### config.mk
export PLATFORM = sky130hd
export DESIGN_NAME = a429_word_filter
export DESIGN_NICKNAME = d
export VERILOG_FILES = /design/src/rtl/a429_filt_pkg.sv /design/src/rtl/a429_label_table.sv /design/src/rtl/a429_rx_fifo.sv /design/src/rtl/a429_accept_fsm.sv /design/src/rtl/a429_word_filter.sv
export SDC_FILE = /design/constraint.sdc
export NUM_CORES = 1
export LEC_CHECK = 0
export BUFFER_PORTS_ARGS = -buffer_cell sky130_fd_sc_hd__buf_2
export CAP_MARGIN = 10
export CORE_MARGIN = 5
export CORE_UTILIZATION = 55
export DETAILED_ROUTE_END_ITERATION = 8
export HOLD_SLACK_MARGIN = 0.02
export PLACE_DENSITY = 0.78
export SETUP_SLACK_MARGIN = 0.3
export SYNTH_ARGS = -nofsm -noshare
export SYNTH_HDL_FRONTEND = slang
export SYNTH_SLANG_ARGS = --single-unit
### constraint.sdc
create_clock -name clk -period 4.7 [get_ports clk]
set_input_delay 0.47 -clock clk [delete_from_list [all_inputs] [get_ports clk]]
set_output_delay 0.47 -clock clk [all_outputs]
set_load 0.02 [all_outputs]
### src/rtl/a429_filt_pkg.sv
package a429_filt_pkg;

    typedef enum logic [1:0] {
        ST_IDLE  = 2'd0,
        ST_EVAL  = 2'd1,
        ST_STORE = 2'd2
    } filt_state_t;

    localparam int A429_BITS = 32;
    localparam int LBL_BITS  = 8;

    // Replace bit 32 with the parity-error flag: 0 for odd parity, 1 for even.
    function automatic logic [A429_BITS-1:0] mark_parity(input logic [A429_BITS-1:0] w);
        return {~(^w), w[A429_BITS-2:0]};
    endfunction

endpackage

### src/rtl/a429_label_table.sv
module a429_label_table #(
    parameter int SLOTS = 16,
    parameter int LW    = 8
) (
    input  logic                       clk,
    input  logic                       rst_n,
    input  logic                       wr_en,
    input  logic [$clog2(SLOTS)-1:0]   wr_idx,
    input  logic [LW-1:0]              wr_lbl,
    input  logic [$clog2(SLOTS):0]     use_cnt,
    input  logic [LW-1:0]              probe,
    output logic                       hit
);
    localparam int IW = $clog2(SLOTS);
    localparam int CW = IW + 1;

    logic [LW-1:0]    entry [SLOTS];
    logic [SLOTS-1:0] slot_hit;

    always_ff @(posedge clk) begin
        if (!rst_n) begin
            for (int i = 0; i < SLOTS; i++) entry[i] <= '0;
        end else if (wr_en) begin
            entry[wr_idx] <= wr_lbl;
        end
    end

    for (genvar g = 0; g < SLOTS; g++) begin : g_slot
        assign slot_hit[g] = (CW'(g) < use_cnt) && (entry[g] == probe);
    end

    assign hit = |slot_hit;

    assert_tbl_write_R8: assert property (@(posedge clk) disable iff (!rst_n)
        wr_en |=> entry[$past(wr_idx)] == $past(wr_lbl));

endmodule

### src/rtl/a429_rx_fifo.sv
module a429_rx_fifo #(
    parameter int DEPTH = 32,
    parameter int W     = 32
) (
    input  logic         clk,
    input  logic         rst_n,
    input  logic         push,
    input  logic [W-1:0] wdata,
    input  logic         pop,
    output logic [W-1:0] rdata,
    output logic         data_ready,
    output logic         half_full,
    output logic         full
);
    localparam int AW = $clog2(DEPTH);
    localparam int CW = AW + 1;
    localparam logic [CW-1:0] FULL_CNT = CW'(DEPTH);
    localparam logic [CW-1:0] HALF_CNT = CW'(DEPTH / 2);

    logic [W-1:0]  mem [DEPTH];
    logic [AW-1:0] wptr, rptr;
    logic [CW-1:0] cnt;
    logic          wr_ok, rd_ok;

    assign wr_ok = push && (cnt != FULL_CNT);
    assign rd_ok = pop && (cnt != '0);

    always_ff @(posedge clk) begin
        if (wr_ok) mem[wptr] <= wdata;
    end

    always_ff @(posedge clk) begin
        if (!rst_n) begin
            wptr <= '0;
            rptr <= '0;
            cnt  <= '0;
        end else begin
            if (wr_ok) wptr <= wptr + AW'(1);
            if (rd_ok) rptr <= rptr + AW'(1);
            case ({wr_ok, rd_ok})
                2'b10:   cnt <= cnt + CW'(1);
                2'b01:   cnt <= cnt - CW'(1);
                default: cnt <= cnt;
            endcase
        end
    end

    assign rdata      = mem[rptr];
    assign data_ready = (cnt != '0);
    assign half_full  = (cnt >= HALF_CNT);
    assign full       = (cnt == FULL_CNT);

    assert_count_bound_R10: assert property (@(posedge clk) disable iff (!rst_n)
        cnt <= FULL_CNT);
    assert_flags_nest_R10: assert property (@(posedge clk) disable iff (!rst_n)
        full |-> (half_full && data_ready));
    assert_full_hold_R11: assert property (@(posedge clk) disable iff (!rst_n)
        (full && !pop) |=> (full && $stable(rdata)));

endmodule

### src/rtl/a429_accept_fsm.sv
module a429_accept_fsm
    import a429_filt_pkg::*;
(
    input  logic                 clk,
    input  logic                 rst_n,
    input  logic                 eos,
    input  logic [A429_BITS-1:0] word_in,
    input  logic                 lbl_chk_en,
    input  logic                 sd_chk_en,
    input  logic [1:0]           sd_ref,
    input  logic                 lbl_hit,
    input  logic                 fifo_full,
    output logic [LBL_BITS-1:0]  probe_lbl,
    output logic                 push,
    output logic [A429_BITS-1:0] push_data
);
    filt_state_t          state, state_nx;
    logic [A429_BITS-1:0] held;
    logic                 sd_ok, verdict;

    assign sd_ok   = (held[9:8] == sd_ref);
    assign verdict = (!lbl_chk_en || lbl_hit) && (!sd_chk_en || sd_ok);

    always_ff @(posedge clk) begin
        if (!rst_n) begin
            state <= ST_IDLE;
            held  <= '0;
        end else begin
            state <= state_nx;
            if (state == ST_IDLE && eos) held <= word_in;
        end
    end

    always_comb begin
        state_nx = state;
        unique case (state)
            ST_IDLE:  if (eos) state_nx = ST_EVAL;
            ST_EVAL:  state_nx = (verdict && !fifo_full) ? ST_STORE : ST_IDLE;
            ST_STORE: state_nx = ST_IDLE;
            default:  state_nx = ST_IDLE;
        endcase
    end

    always_comb begin
        probe_lbl = held[LBL_BITS-1:0];
        push_data = mark_parity(held);
        push      = (state == ST_STORE);
    end

    assert_store_after_eos_R1: assert property (@(posedge clk) disable iff (!rst_n)
        push |-> $past(eos, 2));
    assert_eval_once_R1: assert property (@(posedge clk) disable iff (!rst_n)
        (state == ST_EVAL) |=> (state != ST_EVAL));
    assert_full_drop_R11: assert property (@(posedge clk) disable iff (!rst_n)
        (state == ST_EVAL && fifo_full) |=> !push);

endmodule

### src/rtl/a429_word_filter.sv
module a429_word_filter
    import a429_filt_pkg::*;
#(
    parameter int FIFO_DEPTH = 32,
    parameter int LBL_SLOTS  = 16
) (
    input  logic                         clk,
    input  logic                         rst_n,
    input  logic [31:0]                  word_in,
    input  logic                         eos,
    input  logic                         lbl_chk_en,
    input  logic                         sd_chk_en,
    input  logic [1:0]                   sd_ref,
    input  logic                         tbl_wr_en,
    input  logic [$clog2(LBL_SLOTS)-1:0] tbl_wr_idx,
    input  logic [7:0]                   tbl_wr_lbl,
    input  logic [$clog2(LBL_SLOTS):0]   tbl_count,
    input  logic                         rd_en,
    output logic [31:0]                  rd_data,
    output logic                         data_ready,
    output logic                         half_full,
    output logic                         full
);
    logic [LBL_BITS-1:0]  probe_lbl;
    logic                 lbl_hit;
    logic                 push;
    logic [A429_BITS-1:0] push_data;

    a429_label_table #(.SLOTS(LBL_SLOTS), .LW(LBL_BITS)) u_table (
        .clk(clk), .rst_n(rst_n),
        .wr_en(tbl_wr_en), .wr_idx(tbl_wr_idx), .wr_lbl(tbl_wr_lbl),
        .use_cnt(tbl_count), .probe(probe_lbl), .hit(lbl_hit)
    );

    a429_accept_fsm u_fsm (
        .clk(clk), .rst_n(rst_n), .eos(eos), .word_in(word_in),
        .lbl_chk_en(lbl_chk_en), .sd_chk_en(sd_chk_en), .sd_ref(sd_ref),
        .lbl_hit(lbl_hit), .fifo_full(full),
        .probe_lbl(probe_lbl), .push(push), .push_data(push_data)
    );

    a429_rx_fifo #(.DEPTH(FIFO_DEPTH), .W(A429_BITS)) u_fifo (
        .clk(clk), .rst_n(rst_n),
        .push(push), .wdata(push_data), .pop(rd_en), .rdata(rd_data),
        .data_ready(data_ready), .half_full(half_full), .full(full)
    );

endmodule

**Word-level counts from Yosys, hierarchy flattened**

Memories as Yosys holds them, arrays and structs flattened. A register that Yosys moved wholly into a read port is not among the register bits.
Cells that the tools add are included.

- Bits in registers: 50
- Memory bits (writable): 1152
- Bits of input ports: 58
- Output and inout bits: 35
- Word-level logic and storage cells: 100
- Memories: 2

- Add/subtract/negate cells: 4
- $lt $le $gt $ge: 17
- Eq/ne operators: 24
- Multiplexer cells: 15
- Bitwise operators: 1
- Reductions and logical operators: 32

Memories:

| name | depth | width | read ports | clocked after Yosys merged registers in | wr ports | line | source |
|---|---|---|---|---|---|---|---|
| u_fifo.mem | 32 | 32 | 1 | 1 | 1 | a429_rx_fifo.sv:20 | `logic [W-1:0] mem [DEPTH];` |
| u_table.entry | 16 | 8 | 16 | 0 | 16 | a429_label_table.sv:17 | `logic [LW-1:0] entry [SLOTS];` |

Operators with widths:

| operator | number |
|---|---|
| $eq A8 B8 Y1 | 16 |
| $lt A4 B5 Y1 const A | 8 |
| $reduce_xor A32 Y1 | 1 |
| $logic_and A1 B1 Y1 | 21 |
| $lt A3 B5 Y1 const A | 4 |
| $reduce_or A16 Y1 | 1 |
| $pmux W6 S2 | 1 |
| $add A5 B1 Y5 const B | 2 |
| $lt A1 B5 Y1 const A | 2 |
| $lt A2 B5 Y1 const A | 2 |
| $mux W5 | 2 |
| $mux W8 | 1 |
| $reduce_or A8 Y1 | 1 |
| $mux W1 | 7 |
| $add A6 B1 Y6 const B | 1 |
| $eq A6 B6 Y1 const B | 1 |
| $ge A6 B5 Y1 const B | 1 |
| $ne A6 B6 Y1 const B | 1 |
| $reduce_bool A6 Y1 | 1 |
| $sub A6 B1 Y6 const B | 1 |
| $eq A2 B1 Y1 const B | 2 |
| $eq A2 B2 Y1 const B | 2 |
| $mux W2 | 2 |
| $mux W4 | 1 |
| 8 further kinds | 11 |

**Logic depth before layout (Yosys ltp)**

- Depth after elaboration: 8
- Depth in mapped cells: 15
- Depth with buffers taken out: 13

**By module**

From an unflattened synthesis, not the netlist that was laid out.

- Cell total of the unflattened synthesis: 2814
- Area, all modules: 48896.9 um2

By module, submodules not included:

| module | times used | cells each | area an instance (um2) | sequential area each (um2) |
|---|---|---|---|---|
| a429_rx_fifo | 1 | 2069 | 40451.3 | 31169.9 |
| a429_label_table | 1 | 523 | 6607.6 | 3843.7 |
| a429_accept_fsm | 1 | 222 | 1838.0 | 680.7 |

**Least setup slack after synthesis**

No wires, ideal clock.

- Path type: register -> register
- Start point: reg u_fifo.cnt[3]
- End point: mem u_fifo.mem[15][0] (enable)
- Setup time: 0.422 ns
- Data arrival time: 2.849 ns
- Data required time: 4.278 ns
- Path slack: 1.428 ns
- Stages on the path, launching flop included: 7
- Buffers on the path: 1
- Clock period less this slack: 3.272 ns
- Cells stage by stage: dfxtp_1 > clkbuf_1 > nor4_1 > nand3_1 > nor3b_2 > nand2_1 > nor2_1

- Cells in the longest elaborated chain, start to end: 4

RTL lines:

| item | line | source |
|---|---|---|
| start, declared | a429_rx_fifo.sv:22 | `logic [CW-1:0] cnt;` |
| start signal, assigned | a429_rx_fifo.sv:41 | `2'b10: cnt <= cnt + CW'(1);` |
| start signal, assigned | a429_rx_fifo.sv:42 | `2'b01: cnt <= cnt - CW'(1);` |
| start signal, assigned | a429_rx_fifo.sv:43 | `default: cnt <= cnt;` |
| $ne A6 B6 Y1 | a429_rx_fifo.sv:25 | `assign wr_ok = push && (cnt != FULL_CNT);` |
| $logic_and A1 B1 Y1 | a429_rx_fifo.sv:25 |  |
| $mux W1 | a429_rx_fifo.sv:29 | `if (wr_ok) mem[wptr] <= wdata;` |
| $mux W1 (not written as such) | a429_rx_fifo.sv:29 |  |
| end, declared | a429_rx_fifo.sv:20 |  |

No other way between the ends.

==> impl_metrics.py <==
metrics = {
    "die": {
        "initial_core_util_pct": 55.3,
        "design.core.area_sq_um": 86600,
        "die_area_sq_um": 93100,
        "fp.dieW_um": 305,
        "io_pins": 93,
        "fp.dieH_um": 305,
        "num_rows": 108,
    },
    "sta": {
        "maxSlewViolCount": 0,
        "worstMarginPinSlew_ns": 1.21,
        "final.setup.tns_ns": 0,
        "max_freq_ghz": 0.261,
        "hold_violations": 0,
        "setup_viol": 0,
        "period_minus_slack_ns": 3.83,
        "relSlewSlack_pct": 19.0,
        "skew_ns": 0.0558,
        "min_period_over_period_pct": 81.5,
        "rsz0062_at_grt": "false",
        "setup_ws_ns": 0.869,
    },
    "route": {
        "route.vias.total": 24449,
        "wl_um": 117000,
        "drc": 0,
        "drtAntennaViolNets": 0,
        "drt_first_pass_iters": 5,
        "wl_per_cell_um": 31.0,
        "viasPerCell": 6.50,
        "drtIter0Drc": 3444,
    },
    "placed_design": {
        "placed_cell_area_sq_um": 50300,
        "io_buffers": 92,
        "globalplace.congestion": 0.817,
        "dp_hpwl_um": 62700,
        "place_ws_ns": 1.12,
    },
    "power_and_ir_drop": {
        "power_uw": 25100,
        "p_leak_uw": 0.0171,
        "ir_drop_mv": 0.358,
        "p_per_area_nw_per_um2": 460,
    },
    "global_routing": {
        "antenna_found_initial": 2,
        "gr-total-overflow": 0,
        "use_met3_pct": 4.58,
        "track_usage_pct": 25.1,
        "grt_pass1_wl_um": 172000,
        "grt_max_degree": 129,
        "use_met1_pct": 34.9,
        "busiest_layer": "met2",
        "use_met2_pct": 41.6,
        "grt_pass1_vias": 25032,
    },
    "clock_network": {
        "cts_resized": 0,
        "cts.sinks": 1207,
        "ctsLongestPathBuffers": 3,
        "cts_max_level": 3,
        "clkLatencyLatePin_ns": 0.71,
        "cts_setup_buffers": 0,
        "cts_tree": "built",
        "cts_root_buf": "clkbuf_16",
        "cts_hold_buf": 23,
        "clkTransAtPathRegs_ns": 0.06,
        "cts_made_buffers": 116,
    },
    "flow_run": {
        "cap_violations": 0,
    },
    "critical_path": {
        "cpPeakStageDelay_ns": 0.63,
        "cp_max_fo": 71,
        "crit_chain": "buf_12 -> mux4_2 -> mux4_2 -> mux2_2 -> buf_2",
        "worst_setup_path_end_kind": "output port",
        "cp_common_cell": "mux4_2",
        "crit_type": "reg2out",
        "arrival_ns": 3.36,
        "required_ns": 4.23,
        "startpoint_type": "flop",
        "slowest_stage": "mux4_2",
    },
    "synthesis": {
        "synth-edff-count": 1152,
        "syn_area_per_cell_sq_um": 20.6,
        "postSynthCellCount": 2320,
        "yosys_register_bits": 1207,
        "synthDistinctLibCells": 48,
        "netlist_area_sq_um": 47900,
        "ys.flop_type": "edfxtp_1",
        "ys_seq_area_share_pct": 74.5,
        "ys.warnings.count": 0,
        "async_reset_ff_share_pct": 0,
        "syn-num-nets": 2386,
    },
    "cells_and_area": {
        "design_area_sq_um": 54500,
        "syn2layout_area_growth_pct": 13.7,
        "drive_gt1_share_pct": 28.9,
        "nNetsFinal": 2569,
    },
    "status": {
        "status": "completed",
    },
    "worst_hold_path": {
        "min_path_type": "in2reg",
    },
}
-- through the flow --
stage / instances / hold WS [ns] / util [%]
floorplan: 2320 / 0.448 / -
global placement: 3517 / 0.461 / 58.1
detailed placement: 3517 / 0.460 / 58.1
CTS: 3758 / 0.0250 / 62.9
global route: 3758 / 0.0616 / 62.9
finish: 3760 / 0.0502 / 62.9
-- synthesized netlist by cell type (all sizes together), types with 4 or more instances --
master	count	share of area, %
dfxtp	55	2.3
o21a	4	0.063
nand2	81	0.63
o21ai	19	0.20
mux2	32	0.75
edfxtp	1152	72
nor4	14	0.18
mux4	320	15
nor2	68	0.53
or3	7	0.091
xor2	77	1.4
clkbuf	64	0.50
nand2b	6	0.078
ha	8	0.21
nand3	10	0.10
a21oi	42	0.44
nor3	8	0.084
nand4	22	0.29
inv	12	0.094
buf	60	0.77
and2	130	1.7
xnor2	96	1.8
-- flip-flops by register name, summed over array words and instances, names as in the netlist, named ones only --
name	count
u_fsm.held	32
u_fsm.state	2
u_table.entry	128
u_fifo.wptr	5
u_fifo.cnt	6
u_fifo.mem	1024
u_fifo.rptr	5
-- where the power goes --
part           internal, uW  leakage [uW]  switching (uW)
clock network          5420       0.00187            4060
registers             12100        0.0111             156
logic                  1660       0.00419            1720
-- layout by cell type (no fill, tap or decap), types with 42 or more instances in the layout --
cell / instances
xnor2_1: 95
clkbuf_16: 117
edfxtp_1: 1152
buf_4: 49
and2_1: 130
dfxtp_1: 42
buf_2: 92
nand2_1: 81
mux4_2: 320
xor2_1: 77
a21oi_1: 42
-- cell type report --
class	instances	area (sq um)
flip-flops and latches	1207	35700
well taps	1155	1450
diodes	2	5.00
clock inverters	87	910
fillers	5479	32100
inverters	12	45.0
repair buffers	189	1560
clock buffers	131	2990
multi-input cells	977	11800
-- critical path, delay by kind of cell (launching register included) --
family | cells | cell delay, ns
flip-flops | 1 | 0.49
buffers and inverters | 2 | 0.60
multiplexers | 3 | 1.42
-- logic make-up after synthesis --
family          share of synthesized area, %
xor+xnor                                3.16
simple gates                            3.95
mux                                     15.8
fa+ha+maj                              0.209
compound gates                         0.974
buf+inv                                 1.36
flops                                   74.5
-- layer usage --
layer / wire [um] / vias up / part of all wire [%]
li1: - / 9733 / -
met1: 43000 / 12862 / 37
met2: 59100 / 1619 / 51
met3: 11300 / 235 / 9.7
met4: 3290 / 0 / 2.8
met5: 0 / - / 0
-- path summary, 6_finish.rpt --
check,startpoint,slack (ns),cells past startpoint,to
min reg2reg,u_fsm.held[31],0.47,2,u_fsm.held[31]
min,word_in[19],0.05,3,u_fsm.held[19]
max reg2reg,u_fifo.cnt[3],1.08,6,u_fifo.mem[19][17]
max,flop,0.87,5,rd_data[15]
Note: power is estimated with default switching activity, not from simulation.
